`src/rtl/svp_pkg.sv`:
```
package svp_pkg;
  typedef enum logic [1:0] {
    PH_IDLE  = 2'd0,
    PH_READ  = 2'd1,
    PH_WRITE = 2'd2
  } phase_e;
endpackage

```
`src/rtl/svp_edge_buf.sv`:
```
// Keeps the inputs of one pass so outputs can be formed in arrival order.
module svp_edge_buf #(
  parameter int W     = 8,
  parameter int DEPTH = 8
) (
  input  logic                     clk,
  input  logic                     rst_n,
  input  logic                     wr_en,
  input  logic [$clog2(DEPTH)-1:0] wr_idx,
  input  logic [W-1:0]             wr_data,
  input  logic [$clog2(DEPTH)-1:0] rd_idx,
  output logic [W-1:0]             rd_data
);
  logic [W-1:0] slot_q [DEPTH];

  always_ff @(posedge clk) begin
    if (wr_en) slot_q[wr_idx] <= wr_data;
  end

  assign rd_data = slot_q[rd_idx];


  buf_idx_chk: assert property (@(posedge clk) disable iff (!rst_n)
    wr_en |-> (int'(wr_idx) < DEPTH));
endmodule

```
`src/rtl/svp_node_store.sv`:
```
// Per-node channel LLR and the two per-subset partial sums.
module svp_node_store #(
  parameter int MSG_W = 8,
  parameter int SUM_W = 12,
  parameter int NODES = 16
) (
  input  logic                        clk,
  input  logic                        rst_n,
  input  logic                        llr_we,
  input  logic [$clog2(NODES)-1:0]    llr_addr,
  input  logic [MSG_W-1:0]            llr_data,
  input  logic                        part_we,
  input  logic                        part_sub,
  input  logic signed [SUM_W-1:0]     part_wdata,
  input  logic [$clog2(NODES)-1:0]    node,
  input  logic                        rd_sub,
  output logic [MSG_W-1:0]            llr_rd,
  output logic signed [SUM_W-1:0]     part_rd
);
  logic [MSG_W-1:0]        llr_q  [NODES];
  logic signed [SUM_W-1:0] part_q [2][NODES];

  always_ff @(posedge clk) begin
    if (!rst_n) begin
      for (int n = 0; n < NODES; n++) begin
        llr_q[n]     <= '0;
        part_q[0][n] <= '0;
        part_q[1][n] <= '0;
      end
    end else begin
      if (llr_we)  llr_q[llr_addr] <= llr_data;
      if (part_we) part_q[part_sub][node] <= part_wdata;
    end
  end

  assign llr_rd  = llr_q[node];
  assign part_rd = part_q[rd_sub][node];


  llr_addr_chk: assert property (@(posedge clk) disable iff (!rst_n)
    llr_we |-> !$isunknown(llr_addr));
endmodule

```
`src/rtl/svp_extrinsic.sv`:
```
// Extrinsic output: llr + own sum + other sum - edge, clipped to MSG_W bits.
module svp_extrinsic #(
  parameter int MSG_W = 8,
  parameter int SUM_W = 12
) (
  input  logic [MSG_W-1:0]        llr,
  input  logic signed [SUM_W-1:0] own_sum,
  input  logic signed [SUM_W-1:0] other_sum,
  input  logic [MSG_W-1:0]        edge_msg,
  output logic [MSG_W-1:0]        ext_msg
);
  localparam int TOT_W = SUM_W + 2;
  localparam logic signed [TOT_W-1:0] POS_LIM = TOT_W'((1 << (MSG_W-1)) - 1);
  localparam logic signed [TOT_W-1:0] NEG_LIM = -POS_LIM - TOT_W'(1);

  logic signed [TOT_W-1:0] llr_x, own_x, oth_x, edge_x, total;

  assign llr_x  = {{(TOT_W-MSG_W){llr[MSG_W-1]}}, llr};
  assign edge_x = {{(TOT_W-MSG_W){edge_msg[MSG_W-1]}}, edge_msg};
  assign own_x  = {{2{own_sum[SUM_W-1]}}, own_sum};
  assign oth_x  = {{2{other_sum[SUM_W-1]}}, other_sum};
  assign total  = llr_x + own_x + oth_x - edge_x;

  always_comb begin
    if (total > POS_LIM)      ext_msg = POS_LIM[MSG_W-1:0];
    else if (total < NEG_LIM) ext_msg = NEG_LIM[MSG_W-1:0];
    else                      ext_msg = total[MSG_W-1:0];
  end
endmodule

```
`src/rtl/split_vnode_proc.sv`:
```
module split_vnode_proc
  import svp_pkg::*;
#(
  parameter int MSG_W   = 8,
  parameter int MAX_DEG = 8,
  parameter int NODES   = 16
) (
  input  logic                           clk,
  input  logic                           rst_n,
  input  logic                           llr_we,
  input  logic [$clog2(NODES)-1:0]       llr_addr,
  input  logic [MSG_W-1:0]               llr_data,
  input  logic                           start,
  input  logic [$clog2(NODES)-1:0]       start_node,
  input  logic                           start_subset,
  input  logic [$clog2(MAX_DEG+1)-1:0]   start_degree,
  input  logic                           in_valid,
  output logic                           in_ready,
  input  logic [MSG_W-1:0]               in_msg,
  output logic                           out_valid,
  input  logic                           out_ready,
  output logic [MSG_W-1:0]               out_msg,
  output logic                           done
);
  localparam int NODE_W = $clog2(NODES);
  localparam int DEG_W  = $clog2(MAX_DEG + 1);
  localparam int IDX_W  = $clog2(MAX_DEG);
  localparam int SUM_W  = MSG_W + $clog2(MAX_DEG) + 1;

  phase_e                  phase_q;
  logic [NODE_W-1:0]       node_q;
  logic                    sub_q;
  logic [DEG_W-1:0]        deg_q;
  logic [IDX_W-1:0]        idx_q;
  logic signed [SUM_W-1:0] acc_q;
  logic                    done_q;

  logic                    idle, rd_fire, wr_fire, last_edge;
  logic signed [SUM_W-1:0] in_ext, acc_next, other_sum;
  logic [MSG_W-1:0]        llr_val, edge_msg;

  assign idle      = (phase_q == PH_IDLE);
  assign in_ready  = (phase_q == PH_READ);
  assign out_valid = (phase_q == PH_WRITE);
  assign done      = done_q;
  assign rd_fire   = in_valid && in_ready;
  assign wr_fire   = out_valid && out_ready;
  assign last_edge = (DEG_W'(idx_q) == deg_q - DEG_W'(1));
  assign in_ext    = {{(SUM_W-MSG_W){in_msg[MSG_W-1]}}, in_msg};
  assign acc_next  = acc_q + in_ext;

  always_ff @(posedge clk) begin
    if (!rst_n) begin
      phase_q <= PH_IDLE;
      node_q  <= '0;
      sub_q   <= 1'b0;
      deg_q   <= '0;
      idx_q   <= '0;
      acc_q   <= '0;
      done_q  <= 1'b0;
    end else begin
      done_q <= 1'b0;
      unique case (phase_q)
        PH_IDLE: if (start) begin
          node_q <= start_node;
          sub_q  <= start_subset;
          deg_q  <= start_degree;
          idx_q  <= '0;
          acc_q  <= '0;
          if (start_degree == '0) done_q  <= 1'b1;
          else                    phase_q <= PH_READ;
        end
        PH_READ: if (rd_fire) begin
          acc_q <= acc_next;
          if (last_edge) begin
            phase_q <= PH_WRITE;
            idx_q   <= '0;
          end else begin
            idx_q <= idx_q + IDX_W'(1);
          end
        end
        PH_WRITE: if (wr_fire) begin
          if (last_edge) begin
            phase_q <= PH_IDLE;
            done_q  <= 1'b1;
          end else begin
            idx_q <= idx_q + IDX_W'(1);
          end
        end
        default: phase_q <= PH_IDLE;
      endcase
    end
  end

  svp_edge_buf #(.W(MSG_W), .DEPTH(MAX_DEG)) u_buf (
    .clk     (clk),
    .rst_n   (rst_n),
    .wr_en   (rd_fire),
    .wr_idx  (idx_q),
    .wr_data (in_msg),
    .rd_idx  (idx_q),
    .rd_data (edge_msg)
  );

  svp_node_store #(.MSG_W(MSG_W), .SUM_W(SUM_W), .NODES(NODES)) u_store (
    .clk        (clk),
    .rst_n      (rst_n),
    .llr_we     (llr_we),
    .llr_addr   (llr_addr),
    .llr_data   (llr_data),
    .part_we    (rd_fire && last_edge),
    .part_sub   (sub_q),
    .part_wdata (acc_next),
    .node       (node_q),
    .rd_sub     (~sub_q),
    .llr_rd     (llr_val),
    .part_rd    (other_sum)
  );

  svp_extrinsic #(.MSG_W(MSG_W), .SUM_W(SUM_W)) u_ext (
    .llr       (llr_val),
    .own_sum   (acc_q),
    .other_sum (other_sum),
    .edge_msg  (edge_msg),
    .ext_msg   (out_msg)
  );


  one_port_chk: assert property (@(posedge clk) disable iff (!rst_n)
    !(in_ready && out_valid));


  out_hold_chk: assert property (@(posedge clk) disable iff (!rst_n)
    (out_valid && !out_ready) |=> (out_valid && $stable(out_msg)));


  done_cause_chk: assert property (@(posedge clk) disable iff (!rst_n)
    done |-> ($past(out_valid && out_ready) || $past(idle && start && start_degree == '0)));


  read_to_write_chk: assert property (@(posedge clk) disable iff (!rst_n)
    (rd_fire && last_edge) |=> out_valid);


  deg_range_chk: assert property (@(posedge clk) disable iff (!rst_n)
    (idle && start) |-> (int'(start_degree) <= MAX_DEG));
endmodule

```
`config.mk`:
```
export PLATFORM = sky130hd
export DESIGN_NAME = split_vnode_proc
export DESIGN_NICKNAME = d
export VERILOG_FILES = /design/src/rtl/svp_pkg.sv /design/src/rtl/svp_edge_buf.sv /design/src/rtl/svp_node_store.sv /design/src/rtl/svp_extrinsic.sv /design/src/rtl/split_vnode_proc.sv
export SDC_FILE = /design/constraint.sdc
export NUM_CORES = 1
export LEC_CHECK = 0
export ABC_AREA = 0
export CORE_UTILIZATION = 50
export DETAILED_ROUTE_END_ITERATION = 6
export DONT_BUFFER_PORTS = 1
export SLEW_MARGIN = 20
export SYNTH_ARGS = -nofsm -noshare
export SYNTH_HDL_FRONTEND = slang
export SYNTH_SLANG_ARGS = --single-unit
export TNS_END_PERCENT = 1
```
`constraint.sdc`:
```
create_clock -name clk -period 5.8 [get_ports clk]
set_input_delay 0.29 -clock clk [delete_from_list [all_inputs] [get_ports clk]]
set_output_delay 0.29 -clock clk [all_outputs]
set_load 0.02 [all_outputs]
```
# --- Word-level counts from Yosys, hierarchy flattened ---
# Memory sizes are Yosys's and may differ from the RTL's. A register that Yosys moved wholly into a read port is not among the register bits.
# Cells that the tools add are included.
totals:
  romBits: 0
  register_bits: 27
  elab_cells: 93
  latch_bits: 0
  in_bits: 35
  output_inout_bits: 11
  ram_bits: 576
  n_memories: 3
memory_table:
  columns: ["name", "words", "word_bits", "read_ports", "rd_ports_with_merged_regs", "write_ports", "line", "rtl"]
  rows:
  - ["u_store.part_q", 2, 192, 1, 0, 2, "svp_node_store.sv:21", "logic signed [SUM_W-1:0] part_q [2][NODES];"]
  - ["u_store.llr_q", 16, 8, 1, 1, 16, "svp_node_store.sv:20", "logic [MSG_W-1:0] llr_q [NODES];"]
  - ["u_buf.slot_q", 8, 8, 1, 1, 1, "svp_edge_buf.sv:14", "logic [W-1:0] slot_q [DEPTH];"]
op_classes:
  n_reduce_logical: 14
  eq_ne: 10
  n_bitwise: 2
  n_div: 0
  mul: 0
  shifts: 0
  mux: 47
  addsub: 6
  magnitude_cmp: 4
ops:
  columns: ["op", "count"]
  rows:
  - ["2-to-1 mux 192 bit", 3]
  - ["OR reduction 192 bit", 1]
  - ["2-to-1 mux 12 bit", 5]
  - ["binary-select mux 12 bit (select 4 bit)", 1]
  - ["demux 12 bit (select 4 bit)", 1]
  - ["2-to-1 mux 8 bit", 3]
  - ["case mux 12 bit (2 select lines)", 1]
  - ["2-to-1 mux 3 bit", 7]
  - ["adder 13 x 12 -> 14 bit", 1]
  - ["> comparator 14 x 8 -> 1 bit (second input constant)", 1]
  - ["less-than comparator 14 x 8 -> 1 bit (second input constant)", 1]
  - ["2-to-1 mux 1 bit", 14]
  - ["subtractor 14 x 8 -> 14 bit", 1]
  - ["adder 8 x 12 -> 13 bit", 1]
  - ["adder 12 x 8 -> 12 bit", 1]
  - ["2-to-1 mux 2 bit", 6]
  - ["2-to-1 mux 4 bit", 3]
  - ["case mux 3 bit (3 select lines)", 1]
  - ["inequality test 2 x 1 -> 1 bit (second input constant)", 4]
  - ["OR reduction 8 bit", 1]
  - ["inequality test 2 bit (second input constant)", 3]
  - ["case mux 2 bit (3 select lines)", 1]
  - ["AND reduction 6 bit", 1]
  - ["greater-or-equal comparator 5 bit (second input constant)", 1]
  - ["other kinds (17)", 20]

# --- Logic depth before layout (Yosys ltp) ---
# Gate-level depths: netlist (run 1).
# An unclocked memory read counts as a cell.
depth:
  depth_word: 10
  ltp_mapped: 18
  mapped_depth_nobuf: 16

# --- Modules after synthesis ---
# Synthesis (run 1) repeated with hierarchy kept, for this count alone.
hier_totals:
  hier_cells: 2214
  hier_area_um2: 29863.6
modules_own_cells:
  columns: ["module", "cells_per_inst", "area_per_inst_um2", "n_inst", "seq_area_each_um2"]
  rows:
  - ["svp_node_store", 1682, 23804.1, 1, 15374.7]
  - ["svp_edge_buf", 106, 2531.2, 1, 1921.8]
  - ["split_vnode_proc", 229, 1916.8, 1, 540.5]
  - ["svp_extrinsic", 197, 1611.5, 1, 0.0]

# --- Least setup slack after synthesis (run 1) ---
# OpenSTA, ideal clock, no wires.
synth_path:
  kind: "register -> output"
  startpoint: "register with a tool-made name"
  endpoint: "output out_msg[3]"
  slack_ps: 436
  arrival_ps: 5074
  path_stages_with_launch: 18
  required_time_ps: 5510
  path_buffers: 3
  path_cell_list: "dfxtp_1 clkbuf_1 buf_2 mux4_2 mux4_2 fa_1 inv_1 fa_1 inv_1 ha_1 buf_2 nand3_1 or2_0 o221a_2 o21bai_1 xor2_1 a31oi_1 o21ai_0"
synth_lines:
  columns: ["item", "line", "rtl"]
  rows:
  - ["to (decl)", "split_vnode_proc.sv:22", "output logic [MSG_W-1:0] out_msg,"]

==> results of run 1 <==
where the power goes:
part	internal [uW]	total (uW)	switching, uW
sequential	4970	5070	93.6
combinational	1410	3230	1830
clock	2450	4210	1760
total	8830	12500	3680
critical path: stages (launching register included):
cell                      delay (ns)
sky130_fd_sc_hd__dfxtp_4        0.43
sky130_fd_sc_hd__buf_12         0.17
sky130_fd_sc_hd__buf_4          0.12
sky130_fd_sc_hd__mux4_2         0.51
sky130_fd_sc_hd__mux4_2         0.53
sky130_fd_sc_hd__inv_2          0.08
sky130_fd_sc_hd__fa_1           0.42
sky130_fd_sc_hd__fa_1           0.50
sky130_fd_sc_hd__inv_1          0.06
sky130_fd_sc_hd__ha_4           0.24
sky130_fd_sc_hd__or2_2          0.30
sky130_fd_sc_hd__a21oi_4        0.18
sky130_fd_sc_hd__a31oi_4        0.06
sky130_fd_sc_hd__buf_4          0.17
sky130_fd_sc_hd__o21ai_2        0.16
sky130_fd_sc_hd__a22oi_2        0.12
sky130_fd_sc_hd__o41ai_4        0.39
sky130_fd_sc_hd__buf_4          0.20
sky130_fd_sc_hd__o21ai_2        0.06
sky130_fd_sc_hd__buf_6          0.14
routing by layer:
metal	routed length, um	share of wire (%)
met1	31600	43
met2	35400	49
met3	4340	6.0
met4	1490	2.0
met5	0	0
worst min-delay path by stage:
stage | slack, ns | end
floorplan | 0.39 | u_buf.slot_q[0][0]$_DFFE_PP_
global placement | 0.39 | u_buf.slot_q[2][3]$_DFFE_PP_
detailed placement | 0.39 | u_buf.slot_q[3][3]$_DFFE_PP_
CTS | 0.002 | acc_q[11]$_SDFFE_PN0P_
global route | 0.03 | acc_q[11]$_SDFFE_PN0P_
finish | 0.02 | acc_q[11]$_SDFFE_PN0P_
metrics by stage:
| stage | instance area [um2] | util, % | hold slack, ns | total power (uW) | setup WS (ns) |
|---|---|---|---|---|---|
| global placement | 29400 | 53.0 | 0.389 | 7670 | 0.333 |
| finish | 32400 | 58.3 | 0.0250 | 12500 | 0.0372 |
| floorplan | 28400 | - | 0.389 | 6790 | 0.436 |
| CTS | 32200 | 58.0 | 0.00219 | 12200 | 0.00351 |
| detailed placement | 29500 | 53.0 | 0.389 | 7710 | 0.247 |
| global route | 32400 | 58.3 | 0.0325 | 13000 | -0.105 |
what timing repair did:
item                       4_1_cts  5_1_grt
setup buffers                    9        8
hold buffers                    27        1
resized for setup               28       38
gates cloned                     2        0
hold endpoints to repair       209        1
setup endpoints to repair        7        7
pin swaps                       10       22
state kept, by name, indices dropped and copies added (netlist names), named ones only:
register and count:
idx_q 3, deg_q 4, phase_q 2, acc_q 12
done 1, node_q 4, u_buf.slot_q 64, u_store.part_q 384
u_store.llr_q 128, sub_q 1
cells in the final DEF, fill, tap and decap left out, types with 4 or more instances in the layout:
master / synthesis / layout
sky130_fd_sc_hd__a21o_1: 7 / 7
sky130_fd_sc_hd__a21oi_1: 27 / 24
sky130_fd_sc_hd__a22oi_1: 5 / 4
sky130_fd_sc_hd__a31oi_1: 8 / 7
sky130_fd_sc_hd__and2_1: 133 / 132
sky130_fd_sc_hd__and3_1: 4 / 4
sky130_fd_sc_hd__buf_12: 0 / 13
sky130_fd_sc_hd__buf_4: 1 / 63
sky130_fd_sc_hd__buf_6: 3 / 9
sky130_fd_sc_hd__bufinv_16: 0 / 5
sky130_fd_sc_hd__clkbuf_1: 90 / 12
sky130_fd_sc_hd__clkbuf_16: 0 / 70
sky130_fd_sc_hd__clkinv_1: 0 / 18
sky130_fd_sc_hd__clkinv_2: 0 / 6
sky130_fd_sc_hd__clkinvlp_4: 0 / 5
sky130_fd_sc_hd__dfxtp_1: 34 / 28
sky130_fd_sc_hd__dlygate4sd3_1: 0 / 28
sky130_fd_sc_hd__edfxtp_1: 576 / 576
sky130_fd_sc_hd__fa_1: 26 / 25
sky130_fd_sc_hd__ha_1: 30 / 22
sky130_fd_sc_hd__ha_4: 0 / 7
sky130_fd_sc_hd__inv_1: 62 / 59
sky130_fd_sc_hd__inv_2: 1 / 4
sky130_fd_sc_hd__mux2i_1: 19 / 18
sky130_fd_sc_hd__mux4_2: 176 / 176
sky130_fd_sc_hd__nand2_1: 132 / 131
sky130_fd_sc_hd__nand2b_1: 11 / 11
sky130_fd_sc_hd__nand3_1: 8 / 6
sky130_fd_sc_hd__nor2_1: 339 / 338
sky130_fd_sc_hd__nor3_1: 110 / 109
sky130_fd_sc_hd__o21ai_0: 36 / 23
sky130_fd_sc_hd__o21ai_1: 0 / 5
sky130_fd_sc_hd__o21ai_2: 0 / 8
sky130_fd_sc_hd__o21bai_1: 5 / 4
sky130_fd_sc_hd__or3_1: 12 / 12
sky130_fd_sc_hd__xnor2_1: 11 / 9
sky130_fd_sc_hd__xor2_1: 12 / 9
kinds of logic after synthesis:
logic type | count (synthesis) | synth area share, %
buffers and inverters | 199 | 2.85
muxes | 198 | 14.8
and+or+nand+nor | 779 | 12.7
AOI/OAI and AO/OA | 104 | 2.31
DFF | 610 | 63.4
adders and majority gates | 56 | 3.16
xor gates and xnor gates | 24 | 0.790
final cells by class:
class / instances / area [um2] / area share [%]
clock buffers: 83 / 1810 / 5.59
clock inverters: 39 / 348 / 1.07
inverters: 63 / 236 / 0.730
multi-input cells: 1161 / 9850 / 30.4
flip-flops and latches: 610 / 18000 / 55.6
well taps: 748 / 936 / 2.89
repair buffers: 117 / 1210 / 3.74
==> report_table.html, run 1 <==
<table>
<tr><th>Metric</th><th>Value</th></tr>
<tr><th colspan="2">Timing</th></tr>
<tr><td>Max-slew headroom at the worst pin</td><td>25.7%</td></tr>
<tr><td>Least-Margin Pin Slew</td><td>1.10 ns</td></tr>
<tr><td>Pins Over Slew Limit</td><td>0</td></tr>
<tr><td>Setup total negative slack</td><td>0 ns</td></tr>
<tr><td>Post-layout min period</td><td>5.76 ns</td></tr>
<tr><td>Max Clock Freq</td><td>0.174 GHz</td></tr>
<tr><td>Hold Fails Final Rpt</td><td>0</td></tr>
<tr><td>Number of setup violations in the final report</td><td>0</td></tr>
<tr><td>Final period util</td><td>99.4%</td></tr>
<tr><td>Skew final</td><td>0.0196 ns</td></tr>
<tr><td>Unrepaired setup endpoints after global routing</td><td>yes</td></tr>
<tr><th colspan="2">Synth</th></tr>
<tr><td>Syn avg cell area</td><td>14.4 um2</td></tr>
<tr><td>Number of enable-type register cells in the synthesized netlist</td><td>576</td></tr>
<tr><td>YS warnings</td><td>0</td></tr>
<tr><td>Most numerous cell in the Yosys netlist</td><td>sky130_fd_sc_hd__edfxtp_1</td></tr>
<tr><td>Async S/R FF share, synth</td><td>0%</td></tr>
<tr><td>Cell taking the most area after synthesis</td><td>sky130_fd_sc_hd__edfxtp_1</td></tr>
<tr><td>Synth cell types</td><td>59</td></tr>
<tr><td>Most frequent cells after synthesis</td><td>sky130_fd_sc_hd__edfxtp_1, sky130_fd_sc_hd__nor2_1, sky130_fd_sc_hd__mux4_2</td></tr>
<tr><td>Proportion of netlist area held by the largest area contributor</td><td>61.0%</td></tr>
<tr><td>Synth Instances</td><td>1970</td></tr>
<tr><td>Number of synthesized register bits</td><td>610</td></tr>
<tr><td>Sequential fraction of the synthesis area</td><td>63.4%</td></tr>
<tr><td>Most used DFF post-synth</td><td>sky130_fd_sc_hd__edfxtp_1</td></tr>
<tr><td>Number of nets produced by synthesis</td><td>2061</td></tr>
<tr><td>Ranking of synthesized cells by area</td><td>sky130_fd_sc_hd__edfxtp_1, sky130_fd_sc_hd__mux4_2, sky130_fd_sc_hd__nor2_1, sky130_fd_sc_hd__and2_1, sky130_fd_sc_hd__dfxtp_1</td></tr>
<tr><td>Netlist Area Pre-Place</td><td>28400 um2</td></tr>
<tr><th colspan="2">Floorplanning</th></tr>
<tr><td>Die Footprint</td><td>57700 um2</td></tr>
<tr><td>Die Span X</td><td>240 um</td></tr>
<tr><td>Core outline area</td><td>55500 um2</td></tr>
<tr><td>Height of the die</td><td>240 um</td></tr>
<tr><td>IO Pins</td><td>46</td></tr>
<tr><td>Placement row count</td><td>86</td></tr>
<tr><td>Initial cell density of the core</td><td>51.1%</td></tr>
<tr><th colspan="2">Cells and area</th></tr>
<tr><td>Synth-to-layout area growth</td><td>14.2%</td></tr>
<tr><td>Number of antenna cells inserted</td><td>0</td></tr>
<tr><td>Number of cells in the finished layout apart from fillers</td><td>2821</td></tr>
<tr><td>Number of fill cells in the layout</td><td>4390</td></tr>
<tr><td>Layout cells sized above 1</td><td>20.4%</td></tr>
<tr><td># nets final</td><td>2111</td></tr>
<tr><th colspan="2">Clocking</th></tr>
<tr><td>TritonCTS clock tree</td><td>built</td></tr>
<tr><td># H-tree levels</td><td>3</td></tr>
<tr><td>Clock slew at reported path FFs</td><td>0.06 ns</td></tr>
<tr><td>Total clock buffers created by CTS</td><td>67</td></tr>
<tr><td>Clock insertion delay at the later pin of the skew report</td><td>0.61 ns</td></tr>
<tr><td>Buffer cell driving the clock tree root</td><td>sky130_fd_sc_hd__clkbuf_16</td></tr>
<tr><td>Num Clock Sinks</td><td>610</td></tr>
<tr><td>Clock Path Buffers</td><td>3</td></tr>
<tr><th colspan="2">Setup path</th></tr>
<tr><td>Reg2reg end</td><td>u_store.part_q[1][145]$_SDFFCE_PN0P_</td></tr>
<tr><td>Maximum fanout count along the critical path</td><td>11</td></tr>
<tr><td>Register-to-Register Setup Slack</td><td>2.03 ns</td></tr>
<tr><td>Sort of element at the end of the critical path</td><td>output pin</td></tr>
<tr><td>Count of cells along the worst register-to-register path</td><td>9</td></tr>
<tr><td>Crit path DAT</td><td>5.47 ns</td></tr>
<tr><td>Timing endpoint of the critical path</td><td>out_msg[6]</td></tr>
<tr><td>Reg-to-reg critical path startpoint</td><td>deg_q[0]$_SDFFE_PN0P_</td></tr>
<tr><td>Type of the worst setup path</td><td>reg -&gt; out</td></tr>
<tr><td>Worst Setup Start Kind</td><td>flop</td></tr>
<tr><td>Data required time at the worst endpoint</td><td>5.51 ns</td></tr>
<tr><th colspan="2">Route</th></tr>
<tr><td>First DRT Iteration DRCs</td><td>1658</td></tr>
<tr><td>Final Routed Wirelength</td><td>72.9 mm</td></tr>
<tr><td>Post-DR vias/cell</td><td>5.95</td></tr>
<tr><td>Remaining antenna violation count after routing</td><td>0</td></tr>
<tr><td>Remaining design rule violation count</td><td>0</td></tr>
<tr><td>Via count</td><td>16772</td></tr>
<tr><td>Routed WL per cell</td><td>25.8 um</td></tr>
<tr><td>Length of the first detailed-routing pass in iterations</td><td>5</td></tr>
<tr><th colspan="2">GRT</th></tr>
<tr><td>Global-route wire length before repair</td><td>109 mm</td></tr>
<tr><td>Met3 track utilization from global routing</td><td>3.03%</td></tr>
<tr><td>Largest net degree at the start of global routing</td><td>56</td></tr>
<tr><td>Busiest layer in global routing</td><td>met2</td></tr>
<tr><td>Antenna violations before repair</td><td>0</td></tr>
<tr><td>Vias in the first global route</td><td>16749</td></tr>
<tr><td>Residual overflow from global routing</td><td>0</td></tr>
<tr><td>All-Layer GR Usage</td><td>26.1%</td></tr>
<tr><td>Met1 layer usage reported by global route</td><td>37.9%</td></tr>
<tr><td>Met2 GRT Util</td><td>41.7%</td></tr>
<tr><th colspan="2">Job</th></tr>
<tr><td>Max Cap Viol</td><td>0</td></tr>
<tr><th colspan="2">Power and ir drop</th></tr>
<tr><td>Power density over the cells</td><td>386 nW/um2</td></tr>
<tr><td>Static power due to leakage</td><td>0.0110 uW</td></tr>
<tr><td>Worst voltage drop across the vdd grid</td><td>752 uV</td></tr>
<tr><th colspan="2">Placed design</th></tr>
<tr><td>Placed insts</td><td>2651</td></tr>
<tr><td>Weighted congestion at the end of routability-driven global placement</td><td>0.856</td></tr>
<tr><td>Estimated wirelength of the detail-placed design</td><td>47.4 mm</td></tr>
<tr><td>Number of input and output port buffers inserted</td><td>0</td></tr>
<tr><th colspan="2">Run status</th></tr>
<tr><td>Status</td><td>finished clean</td></tr>
<tr><th colspan="2">Hold path</th></tr>
<tr><td>Worst hold start</td><td>in_msg[7]</td></tr>
<tr><td>Worst hold stages</td><td>3</td></tr>
<tr><td>Class of the most critical hold timing path</td><td>in -&gt; reg</td></tr>
</table>
No activity file was read; power rests on OpenSTA's default activity.
==> run 2: changes to the inputs <==
--- a/config.mk
+++ b/config.mk
@@ -5,7 +5,7 @@
 export SDC_FILE = /design/constraint.sdc
 export NUM_CORES = 1
 export LEC_CHECK = 0
-export ABC_AREA = 0
+export ABC_AREA = 1
 export CORE_UTILIZATION = 50
 export DETAILED_ROUTE_END_ITERATION = 6
 export DONT_BUFFER_PORTS = 1
==> run 2 against run 1 <==
Compared with the run above:
- global-route usage shrank 0.58 points
- final area up 0.53%
- wire length is 5.3% higher
- flip-flop and latch count is the same
- highest routed layer unchanged
- count of clock-buffer cells in the layout is 14 higher
- die area is 4.7% higher
- critical endpoint is now out_msg[1]
- sequential share of layout area shrank 0.30 points
- largest power group is now combinational logic
==> report_table.html, run 2 <==
<table>
<tr><th>Metric</th><th>Value</th></tr>
<tr><th colspan="2">Run status</th></tr>
<tr><td>Status</td><td>finished clean</td></tr>
<tr><th colspan="2">Power and ir drop</th></tr>
<tr><td>Power density over the cells</td><td>512 nW/um2</td></tr>
<tr><td>Worst voltage drop across the vdd grid</td><td>3040 uV</td></tr>
<tr><td>Static power due to leakage</td><td>0.0123 uW</td></tr>
<tr><td>Total Power</td><td>16700 uW</td></tr>
<tr><th colspan="2">Route</th></tr>
<tr><td>Remaining antenna violation count after routing</td><td>0</td></tr>
<tr><td>Final Routed Wirelength</td><td>76.7 mm</td></tr>
<tr><td>First DRT Iteration DRCs</td><td>2014</td></tr>
<tr><td>Routed WL per cell</td><td>21.5 um</td></tr>
<tr><td>DRT met1 WL</td><td>34.2 mm</td></tr>
<tr><td>Via count</td><td>20275</td></tr>
<tr><td>Total met3 wirelength after detailed routing</td><td>4.67 mm</td></tr>
<tr><td>Routed wire length on met2</td><td>35.9 mm</td></tr>
<tr><td>Remaining design rule violation count</td><td>0</td></tr>
<tr><td>Length of the first detailed-routing pass in iterations</td><td>5</td></tr>
<tr><td>Uppermost layer routed</td><td>met4</td></tr>
<tr><td>Post-DR vias/cell</td><td>5.68</td></tr>
<tr><th colspan="2">Hold path</th></tr>
<tr><td>Worst hold start</td><td>rst_n</td></tr>
<tr><td>Class of the most critical hold timing path</td><td>in -&gt; reg</td></tr>
<tr><td>Worst hold stages</td><td>2</td></tr>
<tr><th colspan="2">Floorplanning</th></tr>
<tr><td>Core outline area</td><td>58100 um2</td></tr>
<tr><td>IO Pins</td><td>46</td></tr>
<tr><td>Initial cell density of the core</td><td>51.1%</td></tr>
<tr><td>Die Span X</td><td>246 um</td></tr>
<tr><td>Height of the die</td><td>246 um</td></tr>
<tr><td>Placement row count</td><td>88</td></tr>
<tr><td>Die Footprint</td><td>60400 um2</td></tr>
<tr><th colspan="2">Placed design</th></tr>
<tr><td>Estimated wirelength of the detail-placed design</td><td>48.3 mm</td></tr>
<tr><td>Number of input and output port buffers inserted</td><td>0</td></tr>
<tr><td>Weighted congestion at the end of routability-driven global placement</td><td>0.866</td></tr>
<tr><th colspan="2">Synth</th></tr>
<tr><td>Most frequent cells after synthesis</td><td>sky130_fd_sc_hd__edfxtp_1, sky130_fd_sc_hd__nor2_1, sky130_fd_sc_hd__o21ai_0</td></tr>
<tr><td>Number of synthesized register bits</td><td>610</td></tr>
<tr><td>Ranking of synthesized cells by area</td><td>sky130_fd_sc_hd__edfxtp_1, sky130_fd_sc_hd__nor2_1, sky130_fd_sc_hd__o21ai_0, sky130_fd_sc_hd__nor2_2, sky130_fd_sc_hd__nand2_1</td></tr>
<tr><td>Async S/R FF share, synth</td><td>0%</td></tr>
<tr><td>Proportion of netlist area held by the largest area contributor</td><td>58.3%</td></tr>
<tr><td>Synth cell types</td><td>41</td></tr>
<tr><td>YS warnings</td><td>0</td></tr>
<tr><td>Synth Instances</td><td>2797</td></tr>
<tr><td>Number of nets produced by synthesis</td><td>2888</td></tr>
<tr><td>Netlist Area Pre-Place</td><td>29700 um2</td></tr>
<tr><td>Cell taking the most area after synthesis</td><td>sky130_fd_sc_hd__edfxtp_1</td></tr>
<tr><td>Most numerous cell in the Yosys netlist</td><td>sky130_fd_sc_hd__edfxtp_1</td></tr>
<tr><td>Sequential fraction of the synthesis area</td><td>60.6%</td></tr>
<tr><td>Number of enable-type register cells in the synthesized netlist</td><td>576</td></tr>
<tr><td>Most used DFF post-synth</td><td>sky130_fd_sc_hd__edfxtp_1</td></tr>
<tr><td>Syn avg cell area</td><td>10.6 um2</td></tr>
<tr><th colspan="2">Timing</th></tr>
<tr><td>Pins Over Slew Limit</td><td>0</td></tr>
<tr><td>Least-Margin Pin Slew</td><td>1.17 ns</td></tr>
<tr><td>Skew final</td><td>0.0268 ns</td></tr>
<tr><td>Max-slew headroom at the worst pin</td><td>21.9%</td></tr>
<tr><td>Setup total negative slack</td><td>0 ns</td></tr>
<tr><td>Smallest hold slack</td><td>0.0364 ns</td></tr>
<tr><td>Hold Fails Final Rpt</td><td>0</td></tr>
<tr><td>Number of setup violations in the final report</td><td>0</td></tr>
<tr><td>Post-layout min period</td><td>5.62 ns</td></tr>
<tr><td>Final period util</td><td>96.9%</td></tr>
<tr><td>Max Clock Freq</td><td>0.178 GHz</td></tr>
<tr><th colspan="2">Clocking</th></tr>
<tr><td>Clock Path Buffers</td><td>3</td></tr>
<tr><td>Buffer cell driving the clock tree root</td><td>sky130_fd_sc_hd__clkbuf_16</td></tr>
<tr><td>Total clock buffers created by CTS</td><td>69</td></tr>
<tr><td>TritonCTS clock tree</td><td>built</td></tr>
<tr><td># H-tree levels</td><td>3</td></tr>
<tr><td>Clock insertion delay at the later pin of the skew report</td><td>0.61 ns</td></tr>
<tr><td>Clock slew at reported path FFs</td><td>0.06 ns</td></tr>
<tr><td>Num Clock Sinks</td><td>610</td></tr>
<tr><th colspan="2">GRT</th></tr>
<tr><td>Largest net degree at the start of global routing</td><td>130</td></tr>
<tr><td>Antenna violations before repair</td><td>0</td></tr>
<tr><td>Vias in the first global route</td><td>19270</td></tr>
<tr><td>Residual overflow from global routing</td><td>0</td></tr>
<tr><td>All-Layer GR Usage</td><td>25.5%</td></tr>
<tr><td>Global-route wire length before repair</td><td>116 mm</td></tr>
<tr><th colspan="2">Cells and area</th></tr>
<tr><td>Top register by number of flip-flops</td><td>u_store.part_q</td></tr>
<tr><td># nets final</td><td>2847</td></tr>
<tr><td>Most common library cell in the layout ignoring fill and taps</td><td>sky130_fd_sc_hd__edfxtp_1</td></tr>
<tr><td>Largest registers</td><td>u_store.part_q: 384 flops, u_store.llr_q: 128 flops, u_buf.slot_q: 64 flops</td></tr>
<tr><td>Number of flip-flops under the largest register name</td><td>384</td></tr>
<tr><td>Most used cells in the layout excluding fill and tap cells</td><td>sky130_fd_sc_hd__edfxtp_1, sky130_fd_sc_hd__nor2_1, sky130_fd_sc_hd__o21ai_0, sky130_fd_sc_hd__nand2_1, sky130_fd_sc_hd__nor2_2</td></tr>
<tr><td>Synth-to-layout area growth</td><td>9.68%</td></tr>
<tr><td>Layout cells sized above 1</td><td>14.2%</td></tr>
<tr><th colspan="2">Setup path</th></tr>
<tr><td>Cell family contributing the most delay on the critical path</td><td>compound AO/OA/AOI/OAI gates</td></tr>
<tr><td>Type of the worst setup path</td><td>reg -&gt; out</td></tr>
<tr><td>Register-to-Register Setup Slack</td><td>2.09 ns</td></tr>
<tr><td>Count of cells along the worst register-to-register path</td><td>9</td></tr>
<tr><td>Maximum fanout count along the critical path</td><td>129</td></tr>
<tr><td>Total buffers and inverters traversed by the critical path</td><td>2</td></tr>
<tr><td>Reg-to-reg critical path startpoint</td><td>deg_q[0]$_SDFFE_PN0P_</td></tr>
<tr><td>Crit path DAT</td><td>5.33 ns</td></tr>
<tr><td>CP most frequent cell</td><td>sky130_fd_sc_hd__nand2_1</td></tr>
<tr><td>Worst Setup Start Kind</td><td>flop</td></tr>
<tr><td>Reg2reg end</td><td>u_store.part_q[0][0]$_SDFFCE_PN0P_</td></tr>
<tr><td>Sort of element at the end of the critical path</td><td>output pin</td></tr>
<tr><td>Data required time at the worst endpoint</td><td>5.51 ns</td></tr>
<tr><td>List of cells traversed by the critical path</td><td>buf_16 &gt; o21ai_0 &gt; o22ai_1 &gt; o21ai_0 &gt; nand3_1 &gt; a21oi_1 &gt; fa_1 &gt; fa_1 &gt; inv_1 &gt; nand2_1 &gt; nand2_1 &gt; nand3_1 &gt; nand2_1 &gt; nand2_1 &gt; nand3_1 &gt; xnor2_1 &gt; nand2_1 &gt; nand2_1 &gt; nand2_1</td></tr>
<tr><td>Maximum single-stage delay on the critical path</td><td>0.65 ns</td></tr>
<tr><td>Worst path slowest cell</td><td>sky130_fd_sc_hd__o21ai_0</td></tr>
<tr><th colspan="2">Job</th></tr>
<tr><td>Max Cap Viol</td><td>0</td></tr>
</table>
[run 2: cell types whose count changed after synthesis, moves of 37 or more]
cell,change
sky130_fd_sc_hd__nand3_1,+60
sky130_fd_sc_hd__nand2_1,+131
sky130_fd_sc_hd__nor2_1,+231
sky130_fd_sc_hd__nor2_2,+182
sky130_fd_sc_hd__a21oi_1,+59
sky130_fd_sc_hd__nor3_1,-103
sky130_fd_sc_hd__mux4_2,-176
sky130_fd_sc_hd__o21ai_0,+283
sky130_fd_sc_hd__inv_1,+121
sky130_fd_sc_hd__o22ai_1,+68
sky130_fd_sc_hd__and2_1,-132
sky130_fd_sc_hd__o21a_1,+37
[run 2: cell type report]
class / count / area [um2]
fillers: 4908 / 25600
flip-flops and latches: 610 / 18000
multi-input cells: 1806 / 9990
clock buffers: 97 / 1920
well taps: 765 / 957
repair buffers: 84 / 820
inverters: 185 / 718
clock inverters: 24 / 165
diodes: 1 / 2.50
[run 2: worst max-delay path by stage]
stage                             startpoint          to  slack, ns  cells past startpoint
after detailed placement                flop  out_msg[1]       0.58                     19
after CTS                 sub_q$_SDFFE_PN0P_  out_msg[1]       0.11                     19
after global placement                  flop  out_msg[1]       0.64                     19
after floorplan                         flop  out_msg[0]       1.10                     21
final                     sub_q$_SDFFE_PN0P_  out_msg[1]       0.18                     19
after global routing                    flop  out_msg[1]      -0.01                     21
[run 2: cells by family (layout without fill, tap and decap cells)]
kind of cell / count (synthesis) / count (layout) / synth area share, %
simple gates: 1138 / 1139 / 18.2
flops: 610 / 610 / 60.6
compound gates: 563 / 563 / 10.6
buf+inv: 382 / 390 / 6.07
fa+ha+maj: 56 / 56 / 3.02
mux: 32 / 32 / 1.08
xor+xnor: 16 / 16 / 0.472
other cells: 0 / 1 / 0
[run 2: power breakdown]
part | leakage [uW] | internal (uW) | switching, uW
registers | 0.00604 | 5020 | 136
logic | 0.00528 | 2150 | 5260
clock network | 0.00101 | 2350 | 1740
[run 2: metrics by stage]
step	cell area [um2]	cells	worst slack (ns)	util (%)
3_3_place_gp	30100	3418	0.636	51.7
4_1_cts	32300	3555	0.110	55.6
2_1_floorplan	29700	2797	1.10	-
6_report	32600	3572	0.178	56.0
3_5_place_dp	30100	3418	0.577	51.7
5_1_grt	32600	3571	-0.0110	56.0
[run 2: layer usage]
layer / global-route usage [%] / up-vias
met5: 0 / -
met4: 7.58 / 0
met3: 4.05 / 110
met2: 40.1 / 640
met1: 36.5 / 9976
li1: - / 9549
[run 2: what timing repair did]
item / 4_1_cts / 5_1_grt
cloned: 0 / 1
hold buffers: 15 / 1
endpoints found under the hold margin: 74 / 2
pin swaps: 0 / 3
buffers inserted: 1 / 14
setup endpoints to repair: 7 / 7
resized for setup: 0 / 18
